$ cat config.mk
export PLATFORM = sky130hd
export DESIGN_NAME = dbg_unlock_gate
export DESIGN_NICKNAME = d
export VERILOG_FILES = /design/src/rtl/dbg_unlock_gate.sv
export SDC_FILE = /design/constraint.sdc
export NUM_CORES = 1
export LEC_CHECK = 0
export CORE_ASPECT_RATIO = 1.5
export CORE_UTILIZATION = 30
export DETAILED_ROUTE_END_ITERATION = 8
export GPL_ROUTABILITY_DRIVEN = 0
export PLACE_DENSITY = 0.78
export SLEW_MARGIN = 5
export SYNTH_ARGS = -nofsm -noshare
export SYNTH_HDL_FRONTEND = slang
export SYNTH_SLANG_ARGS = --single-unit
$ cat constraint.sdc
create_clock -name clk -period 1.9 [get_ports clk]
set_input_delay 0.38 -clock clk [delete_from_list [all_inputs] [get_ports clk]]
set_output_delay 0.38 -clock clk [all_outputs]
set_load 0.01 [all_outputs]
$ cat src/rtl/dbg_unlock_gate.sv
module dbg_unlock_gate #(
  parameter int KW        = 64,
  parameter int MAX_FAILS = 3
) (
  input  logic          clk,
  input  logic          rst_n,
  input  logic [1:0]    pol_mode,
  input  logic [KW-1:0] fuse_chal,
  input  logic [KW-1:0] fuse_resp,
  input  logic          reg_wr,
  input  logic [1:0]    reg_addr,
  input  logic [KW/2-1:0] reg_wdata,
  output logic [KW/2-1:0] reg_rdata,
  output logic          dbg_en,
  output logic          bscan_en,
  output logic          dbg_active_p,
  output logic          secret_clr_p,
  output logic          sec_viol
);
  localparam int HW = KW / 2;
  localparam int CW = $clog2(MAX_FAILS + 1);

  typedef enum logic [2:0] {S_IDLE, S_NOTE, S_WIPE, S_GRANT, S_DEAD} st_t;

  st_t            st;
  logic [HW-1:0]  resp_lo;
  logic [CW-1:0]  fails;

  wire challenged = (pol_mode == 2'b01) || (pol_mode == 2'b10);
  wire submit     = reg_wr && (reg_addr == 2'd3) && challenged && (st == S_IDLE);
  wire match      = ({reg_wdata, resp_lo} == fuse_resp);

  always_ff @(posedge clk or negedge rst_n) begin
    if (!rst_n) begin
      st       <= S_IDLE;
      fails    <= '0;
      resp_lo  <= '0;
      sec_viol <= 1'b0;
    end else begin
      sec_viol <= 1'b0;
      if (reg_wr && reg_addr == 2'd2) resp_lo <= reg_wdata;
      case (st)
        S_IDLE: if (submit) begin
          if (match) begin
            st <= (pol_mode == 2'b10) ? S_NOTE : S_GRANT;
          end else begin
            fails <= fails + CW'(1);
            if (fails == CW'(MAX_FAILS - 1)) begin
              st       <= S_DEAD;
              sec_viol <= 1'b1;
            end
          end
        end
        S_NOTE:  st <= S_WIPE;
        S_WIPE:  st <= S_GRANT;
        default: st <= st;
      endcase
    end
  end

  always_comb begin
    case (reg_addr)
      2'd0:    reg_rdata = fuse_chal[HW-1:0];
      2'd1:    reg_rdata = fuse_chal[KW-1:HW];
      default: reg_rdata = '0;
    endcase
  end

  assign dbg_en       = (pol_mode == 2'b00) || (st == S_GRANT);
  assign bscan_en     = 1'b1;
  assign dbg_active_p = (st == S_NOTE);
  assign secret_clr_p = (st == S_WIPE);
endmodule

==> Word level (Yosys, flattened, before mapping) <==
Index checks and enable logic that the tools add are counted.
{ "word_totals": {"register_bits": 38, "output_inout_bits": 37} }
{ "classes": {"add_sub_neg": 1, "n_eq_ne": 12, "muxes": 10, "n_bitwise": 1, "n_reduce_logical": 12} }
{ "op_table": {"columns": ["cell", "count"], "rows": [
  ["$eq 64x64->1", 1],
  ["$pmux 32 s2", 1],
  ["$mux 3", 3],
  ["$pmux 3 s3", 1],
  ["$eq 2x2->1 const B", 4],
  ["$eq 3x2->1 const B", 2],
  ["$reduce_and 3->1", 2],
  ["$eq 2x1->1 const B", 2],
  ["$logic_and 1x1->1", 4],
  ["$logic_not 2->1", 2],
  ["$mux 1", 4],
  ["$eq 3x1->1 const B", 1],
  ["$logic_not 3->1", 1],
  ["$ne 3x2->1 const B", 1],
  ["$reduce_bool 3->1", 1],
  ["$add 2x1->2 const B", 1],
  ["$logic_or 1x1->1", 2],
  ["$mux 2", 1],
  ["$ne 2x2->1 const B", 1],
  ["$not 1->1", 1]
]} }

==> Logic depth before layout (Yosys ltp) <==
Gate-level depths: netlist (run 1).
{ "logic_depth": {"word_depth": 6, "depth_mapped": 6, "depth_no_buf": 6} }

==> Worst setup path before layout (run 1) <==
No wires, ideal clock.
{ "synth_timing": {"path_type": "input-to-reg", "from": "input port fuse_resp[4]", "to": "register st[2]", "setup_time_ns": 0.118, "arrival_time_ns": 1.515, "required_time_ns": 1.782, "setup_slack_ns": 0.267, "cell_stages": 6, "n_path_buf": 0, "cell_sequence": "xor2_1 > nor4_1 > nand4_1 > nor4_2 > nor2_1 > a21o_1"} }
{ "synth_via": {"elab_chain_len": 4, "elab_cells_between_ends": 6, "classes_between": "eq/ne (2); mux (3); reduce/logical (1)"} }
{ "synth_rtl": {"columns": ["element", "line_no", "text"], "rows": [
  ["start, declared", "9", "input logic [KW-1:0] fuse_resp,"],
  ["$eq 64x64->1 *", "31", "wire match = ({reg_wdata, resp_lo} == fuse_resp);"],
  ["$mux 3", "44", "if (match) begin"],
  ["$mux 3", "43", "S_IDLE: if (submit) begin"],
  ["$pmux 3 s3", "42", "case (st)"],
  ["end signal, assigned", "45", "st <= (pol_mode == 2'b10) ? S_NOTE : S_GRANT;"],
  ["end signal, assigned", "56", "default: st <= st;"],
  ["end, declared", "25", "st_t st;"]
]} }
Mark *: on every way between the ends. The rest lies on a longest branch, timed or not. The select of a mux whose other input is x is not followed.
A chain may end at the register's enable or synchronous reset.

==> Worst setup path in the final report (run 1) <==
{ "layout_timing": {"from": "input port reg_wdata[0]", "to": "register st[0]"} }
{ "layout_via": {"elab_chain_len": 4, "elab_cells_between_ends": 6, "classes_between": "eq/ne (2); mux (3); reduce/logical (1)"} }
{ "layout_rtl": {"columns": ["element", "line_no", "text"], "rows": [
  ["start, declared", "12", "input logic [KW/2-1:0] reg_wdata,"],
  ["$eq 64x64->1 *", "31", null],
  ["$mux 3", "44", null],
  ["$mux 3", "43", null],
  ["$pmux 3 s3", "42", null]
]} }
Marked as above.

==> results.py, run 1 <==
metrics = {
    "sta": {
        "skew_ps": 3.92,
        "relSlewSlack_pct": 66.6,
        "worst_slew_pin_slew_ps": 502,
        "finalSetupViolations": 6,
        "hold_viol_final": 0,
        "setup_slack_ps": -58.8,
        "fmax_mhz": 511,
        "rsz0062_at_grt": "true",
        "drv_slew": 0,
        "period_minus_slack_ps": 1960,
        "finalCritPeriodShare_pct": 103,
    },
    "clocking": {
        "insertion_delay_ps": 280,
        "cts_inserted_buffers": 5,
        "cts.root.buffer_cell": "clkbuf_16",
        "tritoncts": "yes",
        "cts_sinks": 38,
        "cts_setup_buffers": 0,
        "cts.reportedPaths.clkPinSlew_ps": 60,
        "h-tree-depth": 2,
        "clock_path_buffers": 2,
    },
    "floorplanning": {
        "die_w_microns": 79.3,
        "start_util_pct": 31.4,
        "core_area_sq_um": 8570,
        "num_rows": 41,
        "io_pins": 204,
        "fp.dieH_microns": 118,
        "die_area_sq_um": 9340,
    },
    "cells_and_area": {
        "layout-drive-gt1-share_pct": 18.6,
        "nNetsFinal": 653,
        "layout.core_utilization_pct": 61.3,
        "final_cells": 592,
        "fillers": 729,
        "syn2layout_area_growth_pct": 95.4,
    },
    "drt": {
        "drt-wirelength-per-cell_microns": 15.1,
        "vias_per_cell": 4.68,
        "drt_first_iter_violations": 79,
        "wl_microns": 8950,
        "first_pass_iters": 2,
        "vias": 2772,
        "route.detailed.drc": 0,
        "drt.antenna.violating_nets": 0,
    },
    "synthesis": {
        "ys_types": 25,
        "synth_top_area_cell": "dfrtp_1",
        "avgSynthCellArea_sq_um": 10.4,
        "synth_area_leaders": "dfrtp_1 (35%), xor2_1 (21%), mux2_2 (13%), mux2i_1 (13%), nor2_1 (4.8%)",
        "synth_warnings": 0,
        "synth-compound-area-share_pct": 1.12,
        "muxShareOfSynthArea_pct": 26.1,
        "synth_top_family_by_area": "multiplexers",
        "synthXorXnorAreaFrac_pct": 21.2,
        "ys_seq_elements": 38,
        "syn_area_sq_um": 2690,
        "yosysSeqAreaShare_pct": 35.4,
        "yosysTopAreaCellShare_pct": 35.4,
        "syn-num-nets": 428,
        "synth-simple-area-share_pct": 11.9,
        "synthCells": 258,
        "synthAdderAreaFrac_pct": 1.40,
    },
    "power_and_ir_drop": {
        "max-vdd-ir-drop_uv": 506,
        "leakagePower_nw": 2.60,
        "power_density_nw_per_um2": 537,
        "total_power_mw": 2.82,
    },
    "worst_setup_path": {
        "worst-path-max-fanout": 2,
        "worstSetupStartpointType": "input port",
        "crit_path_end_kind": "flop",
        "required_ps": 2090,
        "critPathKind": "input port to flop",
        "reg2reg_from": "resp_lo[27]",
        "critPathLaunch": "reg_wdata[0]",
        "crit_arrival_ps": 2150,
    },
    "status": {
        "status": "finished with violations",
        "failed_checks": "negative setup slack",
    },
    "place": {
        "hpwl_microns": 7200,
        "dp_slack_ps": -589,
        "io_buffers": 202,
        "place_inst": 585,
    },
    "grt": {
        "antenna_found_initial": 1,
        "grt_use_total_pct": 19.5,
        "grt_max_degree": 39,
        "overflow": 0,
        "grt_first_pass_wirelength_microns": 14000,
        "grt_pass1_vias": 3101,
    },
    "min_path": {
        "hold_path.class": "input port to async pin",
    },
    "job": {
        "drv_cap": 0,
    },
}
## critical path, cell delays in order
cell and delay (ps):
clkdlybuf4s50_1 440, xor2_1 150, nor4_1 280, nand4_1 240, nor4_4 320, nand2_2 110, o31ai_2 220
## metrics by stage
step	setup TNS, ps	hold slack [ps]	cell area, sq um
detailed placement	-12240	471	5040
CTS	-181	171	5150
global route	-647	193	5250
global placement	-11400	458	5040
finish	-180	149	5250
floorplan	0	84.4	2690
## cell families (layout without fill, tap and decap cells)
group,after synthesis,after routing
flip-flops,38,38
adder cells (fa/ha/maj),3,3
buffers and inverters,17,243
multiplexers,66,66
other,1,2
AO/OA/AOI/OAI,4,4
XOR/XNOR,65,65
AND/OR/NAND/NOR,64,64
## cell usage in the layout (no fill, tap or decap), drive strengths merged
cell             n
nor3             1
clkdlybuf4s15    1
clkdlybuf4s50  109
dlygate4sd2     68
nor3b            1
nor2            34
and4             1
nand2            2
dfrtp           38
ha               3
xnor2            1
xor2            64
inv              4
and2             1
clkinv           1
diode            1
a21o             2
mux2i           34
nand4            4
mux2            32
nor2b            2
nor4            17
o31ai            2
dlymetal6s2s    21
clkbuf           8
buf             31
conb             1
nand3b           1
## synth_stat cells
cell and instances:
nand3b_1 1, buf_1 1, nor4_1 16, nor4_2 1
xnor2_1 1, xor2_1 64, mux2i_1 34, dfrtp_1 38
nor2b_1 2, buf_2 5, nand4_1 4, clkbuf_1 6
o31ai_1 2, a21o_1 2, nor3_1 1, nor3b_1 1
nand2_1 2, buf_4 1, ha_1 3, nor2_1 34
mux2_2 32, conb_1 1, inv_1 4, and2_1 1
and4_1 1
## sequential cells by signal, summed over array words and instances, names as in the netlist
signal / flops
sec_viol: 1
st: 3
fails: 2
resp_lo: 32
## per-layer routing
metal	global-route usage [%]	share of wire, %
met1	18.0	33
met2	38.8	55
met3	5.19	9.3
met4	6.82	2.3
met5	0	0
## path summary, 6_finish.rpt
check	to	slack, ps	cells after the start
max in group asynchronous	st[2]	1370	2
min in group clk	resp_lo[11]	410	2
worst max register to register	st[0]	-20	7
worst min-delay path	resp_lo[7]	150	2
worst max-delay path	st[0]	-60	7
worst min register to register	resp_lo[24]	530	1
## final cells by class
class / count / area, sq um / area share [%]
Antenna cell: 1 / 2.50 / 0.0477
Tap cell: 107 / 134 / 2.55
Clock inverter: 1 / 5.00 / 0.0954
Inverter: 4 / 15.0 / 0.286
Multi-Input combinational cell: 203 / 1760 / 33.6
Sequential cell: 38 / 952 / 18.1
Timing Repair Buffer: 231 / 2230 / 42.6
Clock buffer: 7 / 143 / 2.72
## power by group
group / switching [mW] / total (mW) / internal [mW]
sequential: 0.0906 / 1.03 / 0.940
clock: 0.310 / 0.830 / 0.520
combinational: 0.354 / 0.959 / 0.604
total: 0.755 / 2.82 / 2.06
## what timing repair did
| action | 4_1_cts | 5_1_grt |
|---|---|---|
| endpoints found under the setup margin | 41 | 8 |
| pin swaps | 33 | 23 |
| hold buffers | 0 | 0 |
| gates resized for setup | 83 | 31 |
Power figures use the tool's default switching activity.
==> inputs of run 2 (changes only) <==
==> constraint.sdc (replaced) <==
create_clock -name clk -period 2.55 [get_ports clk]
set_input_delay 0.51 -clock clk [delete_from_list [all_inputs] [get_ports clk]]
set_output_delay 0.51 -clock clk [all_outputs]
set_load 0.01 [all_outputs]
==> run 2 against run 1 <==
The flow now finishes without violations. Sequential cell count did not move. Non-clock buffer count decreased by 20. Clock power down 25%. Global-route usage decreased by 0.56 points. Utilization is 2.9 points lower. Routed wire length fell by 2.7%. Sequential share of layout area up 0.87 points. Largest power group unchanged.
==> results.py, run 2 (synthesis results as in run 1) <==
metrics = {
    "status": {
        "status": "finished, final reports clean",
    },
    "sta": {
        "worst_slew_pin_slew_ps": 856,
        "drv_slew": 0,
        "rsz0062_at_grt": "false",
        "period_minus_slack_ps": 2390,
        "relSlewSlack_pct": 43.0,
        "setup_tns_ps": 0,
        "skew_ps": 3.40,
        "finalSetupViolations": 0,
        "finalCritPeriodShare_pct": 93.8,
        "fmax_mhz": 418,
        "hold_viol_final": 0,
    },
    "cells_and_area": {
        "nNetsFinal": 633,
        "largest_reg_flops": 32,
        "max_flop_register": "resp_lo",
        "layout_common_cells": "clkdlybuf4s50_1 (200), xor2_1 (64), dfrtp_1 (38), mux2i_1 (34), nor2_1 (34)",
        "syn2layout_area_growth_pct": 86.2,
        "n_antenna_cell": 0,
        "layout-drive-gt1-share_pct": 11.0,
        "final_common_cell": "clkdlybuf4s50_1",
        "final_cells": 571,
        "reg.largest.list": "resp_lo x32, st x3, fails x2",
    },
    "worst_setup_path": {
        "max_stage_delay_ps": 580,
        "crit_top_cell": "clkdlybuf4s50_1",
        "worstPathCellList": "clkdlybuf4s50_1, buf_4, nor2_1, clkdlybuf4s50_1",
        "worst-path-max-fanout": 14,
        "cp_num_buf_inv": 3,
        "worstSetupStartpointType": "input port",
        "critPathTopFamily": "buffers and inverters",
        "critPathKind": "input port to output port",
        "crit_path_end_kind": "output port",
        "crit_arrival_ps": 1880,
        "required_ps": 2040,
        "critPathSlowestCell": "clkdlybuf4s50_1",
    },
    "floorplanning": {
        "num_rows": 41,
        "core_area_sq_um": 8570,
        "die_w_microns": 79.3,
        "io_pins": 204,
        "fp.dieH_microns": 118,
        "die_area_sq_um": 9340,
        "start_util_pct": 31.4,
    },
    "drt": {
        "drt-wirelength-per-cell_microns": 15.2,
        "wl_microns": 8710,
        "vias_per_cell": 4.75,
        "vias": 2712,
        "first_pass_iters": 4,
        "drt_first_iter_violations": 56,
        "route.detailed.drc": 0,
        "drt.antenna.violating_nets": 0,
    },
    "grt": {
        "grt_first_pass_wirelength_microns": 13400,
        "grt_pass1_vias": 2875,
        "overflow": 0,
        "antenna_found_initial": 0,
        "grt_use_total_pct": 18.9,
        "grt_max_degree": 39,
    },
    "min_path": {
        "hold_path.class": "input port to async pin",
    },
    "clocking": {
        "cts.root.buffer_cell": "clkbuf_16",
        "cts_setup_buffers": 0,
        "cts_sinks": 38,
        "cts_inserted_buffers": 5,
        "clock_path_buffers": 2,
        "h-tree-depth": 2,
        "cts_resized": 0,
        "cts_hold_buf": 0,
        "cts.reportedPaths.clkPinSlew_ps": 60,
        "insertion_delay_ps": 280,
        "tritoncts": "yes",
    },
    "job": {
        "drv_cap": 0,
    },
    "place": {
        "place_inst": 563,
        "hpwl_microns": 7180,
        "io_buffers": 202,
    },
    "power_and_ir_drop": {
        "leakagePower_nw": 2.12,
        "power_density_nw_per_um2": 420,
        "max-vdd-ir-drop_uv": 327,
    },
}
[run 2: layout make-up]
class | count | area [sq um]
fillers | 734 | 3570
flip-flops and latches | 38 | 951
multi-input cells | 203 | 1660
well taps | 107 | 134
inverters | 4 | 15.0
clock inverters | 1 | 5.00
clock buffers | 7 | 143
repair buffers | 211 | 2090
[run 2: metrics by stage]
step	cell area, sq um	hold slack, ps	utilization, %	power (mW)	setup WS, ps
CTS	5000	368	58.4	2.12	139
floorplan	2690	214	-	1.06	756
finish	5000	324	58.4	2.10	158
global route	5000	406	58.4	2.20	64.7
detailed placement	4850	515	56.7	1.49	-124
global placement	4850	506	56.7	1.47	-26.2
[run 2: routing by layer]
metal	vias up	global-route usage, %	part of all wire, %
li1	1304	-	-
met1	1237	17.3	34
met2	161	37.3	54
met3	10	5.97	10
met4	0	6.48	1.8
met5	-	0	0
[run 2: where the power goes]
| group | leakage [nW] | switching (mW) | internal [mW] |
|---|---|---|---|
| registers | 0.442 | 0.0669 | 0.701 |
| logic | 1.60 | 0.243 | 0.466 |
| clock network | 0.0739 | 0.237 | 0.387 |
| total | 2.12 | 0.547 | 1.55 |
[run 2: worst paths after layout]
kind | from | end | slack (ps) | depth (start not counted)
max in group asynchronous | rst_n | resp_lo[12] | 1670 | 1
hold / removal | rst_n | resp_lo[7] | 320 | 1
hold reg to reg | resp_lo[21] | resp_lo[21] | 520 | 1
setup reg to reg | resp_lo[8] | st[2] | 440 | 7
min in group clk | resp_lo[21] | resp_lo[21] | 520 | 1
setup / recovery | reg_addr[1] | reg_rdata[8] | 160 | 4
[run 2: worst reg2reg max path: stages (launching register included)]
cell     delay [ps]
dfrtp_1         380
xor2_1          150
nor4_1          390
buf_4           170
nand4_1         140
nor4_2          380
nor2_1          160
a21o_1          210
==> inputs of run 3 (changes only) <==
--- a/config.mk
+++ b/config.mk
@@ -9,6 +9,7 @@
 export CORE_UTILIZATION = 30
 export DETAILED_ROUTE_END_ITERATION = 8
 export GPL_ROUTABILITY_DRIVEN = 0
+export GPL_TIMING_DRIVEN = 0
 export PLACE_DENSITY = 0.78
 export SLEW_MARGIN = 5
 export SYNTH_ARGS = -nofsm -noshare
==> run 3 against run 2 <==
Combinational power shrank 0.6%. Via count shrank 0.48%. Sequential share of layout area down 0.14 points. Total power rose by 9.6%. Worst hold slack got worse by 310 ps. Global-route usage up 0.59 points. Worst setup slack got worse by 34 ps. Highest routed layer unchanged. First-iteration DRC count increased by 13%. Clock skew is 2.8 ps higher. Cell count grew 0.53%. Die area unchanged. Clock power increased by 34%.
==> results.py, run 3 (synthesis results as in run 1) <==
metrics = {
    "clocking": {
        "cts_inserted_buffers": 5,
        "clock_path_buffers": 2,
        "cts_sinks": 38,
        "cts.reportedPaths.clkPinSlew_ps": 60,
        "cts.root.buffer_cell": "clkbuf_16",
        "h-tree-depth": 2,
        "tritoncts": "yes",
        "insertion_delay_ps": 290,
    },
    "floorplanning": {
        "start_util_pct": 31.4,
        "io_pins": 204,
        "num_rows": 41,
        "die_w_microns": 79.3,
        "fp.dieH_microns": 118,
        "die_area_sq_um": 9340,
        "core_area_sq_um": 8570,
    },
    "cells_and_area": {
        "final_cells": 574,
        "final_common_cell": "clkdlybuf4s50_1",
        "reg.largest.list": "resp_lo x32, st x3, fails x2",
        "nNetsFinal": 636,
        "largest_reg_flops": 32,
        "syn2layout_area_growth_pct": 87.6,
        "max_flop_register": "resp_lo",
        "layout_common_cells": "clkdlybuf4s50_1 (199), xor2_1 (64), dfrtp_1 (38), mux2i_1 (34), nor2_1 (34)",
        "layout-drive-gt1-share_pct": 10.5,
        "n_antenna_cell": 0,
    },
    "drt": {
        "drt.antenna.violating_nets": 0,
        "first_pass_iters": 4,
        "vias_per_cell": 4.70,
        "drt_first_iter_violations": 63,
        "drt-wirelength-per-cell_microns": 15.6,
        "wl_microns": 8960,
        "route.detailed.drc": 0,
        "vias": 2699,
    },
    "sta": {
        "relSlewSlack_pct": 51.5,
        "whs_ps": 15.5,
        "worst_slew_pin_slew_ps": 728,
        "drv_slew": 0,
        "finalCritPeriodShare_pct": 95.2,
        "finalSetupViolations": 0,
        "hold_viol_final": 0,
        "setup_tns_ps": 0,
        "skew_ps": 6.16,
        "rsz0062_at_grt": "false",
        "setup_slack_ps": 124,
        "fmax_mhz": 412,
        "period_minus_slack_ps": 2430,
    },
    "worst_setup_path": {
        "cp_num_buf_inv": 3,
        "critPathTopFamily": "buffers and inverters",
        "worst-path-max-fanout": 10,
        "max_stage_delay_ps": 600,
        "worstPathCellList": "clkbuf_1, buf_2, mux2i_1, nor2_1, clkdlybuf4s50_1",
        "crit_path_end_kind": "output port",
        "crit_arrival_ps": 1920,
        "worstSetupStartpointType": "input port",
        "critPathKind": "input port to output port",
        "required_ps": 2040,
        "critPathSlowestCell": "clkdlybuf4s50_1",
    },
    "place": {
        "place_inst": 566,
        "hpwl_microns": 7670,
        "io_buffers": 200,
        "dp_slack_ps": -108,
    },
    "power_and_ir_drop": {
        "leakagePower_nw": 2.12,
        "max-vdd-ir-drop_uv": 424,
        "power_density_nw_per_um2": 457,
        "total_power_mw": 2.30,
    },
    "grt": {
        "grt_use_total_pct": 19.5,
        "overflow": 0,
        "antenna_found_initial": 0,
        "grt_first_pass_wirelength_microns": 13700,
        "grt_max_degree": 37,
        "grt_pass1_vias": 3034,
    },
    "min_path": {
        "hold_path.class": "input port to async pin",
    },
    "status": {
        "status": "finished, final reports clean",
    },
    "job": {
        "drv_cap": 0,
    },
}
run 3: cell count changes in the layout (fill, tap and decap cells not counted):
cell	previous run	this run
bufinv_16	0	2
clkbuf_1	1	6
clkdlybuf4s50_1	200	199
buf_2	2	5
buf_4	8	2
clkinv_2	1	0
buf_1	0	1
run 3: final cells by class:
cell class / instances / area (sq um)
well taps: 107 / 134
fillers: 727 / 3530
repair buffers: 201 / 2020
inverters: 4 / 15.0
flip-flops and latches: 38 / 951
multi-input cells: 203 / 1660
clock buffers: 6 / 139
clock inverters: 2 / 60.1
plain buffers: 13 / 61.3
run 3: report_power, final:
group          total [mW]  switching, mW  internal (mW)
sequential          0.761         0.0611          0.700
clock               0.836          0.249          0.587
combinational       0.705          0.245          0.460
run 3: per-stage QoR:
step | instance area [sq um] | util [%]
floorplan | 2690 | -
global placement | 4820 | 56.3
detailed placement | 4840 | 56.5
CTS | 5040 | 58.8
global route | 5040 | 58.8
finish | 5040 | 58.8
run 3: repair_timing:
| action | CTS | global route |
|---|---|---|
| resized for setup | 1 | 0 |
| buffers inserted | 0 | 0 |
| endpoints found under the hold margin | 0 | 0 |
| hold buffers | 0 | 0 |
| setup endpoints to repair | 1 | 0 |
run 3: layer usage:
layer  global-route usage, %  wire length (microns)  up-vias
met1                    17.6                   3080     1230
met2                    39.9                   4960      158
li1                        -                      -     1302
met4                    6.02                    151        0
met3                    5.12                    768        9
met5                       0                      0        -
run 3: path summary, 6_finish.rpt:
check / start / to / slack (ps) / cells after the start
worst max-delay path: reg_addr[0] / reg_rdata[7] / 120 / 5
worst min-delay path: rst_n / resp_lo[8] / 20 / 1
max in group asynchronous: rst_n / sec_viol / 2130 / 2
worst max register to register: resp_lo[4] / st[2] / 520 / 6
min in group clk: resp_lo[12] / resp_lo[12] / 520 / 1
worst min register to register: resp_lo[12] / resp_lo[12] / 520 / 1
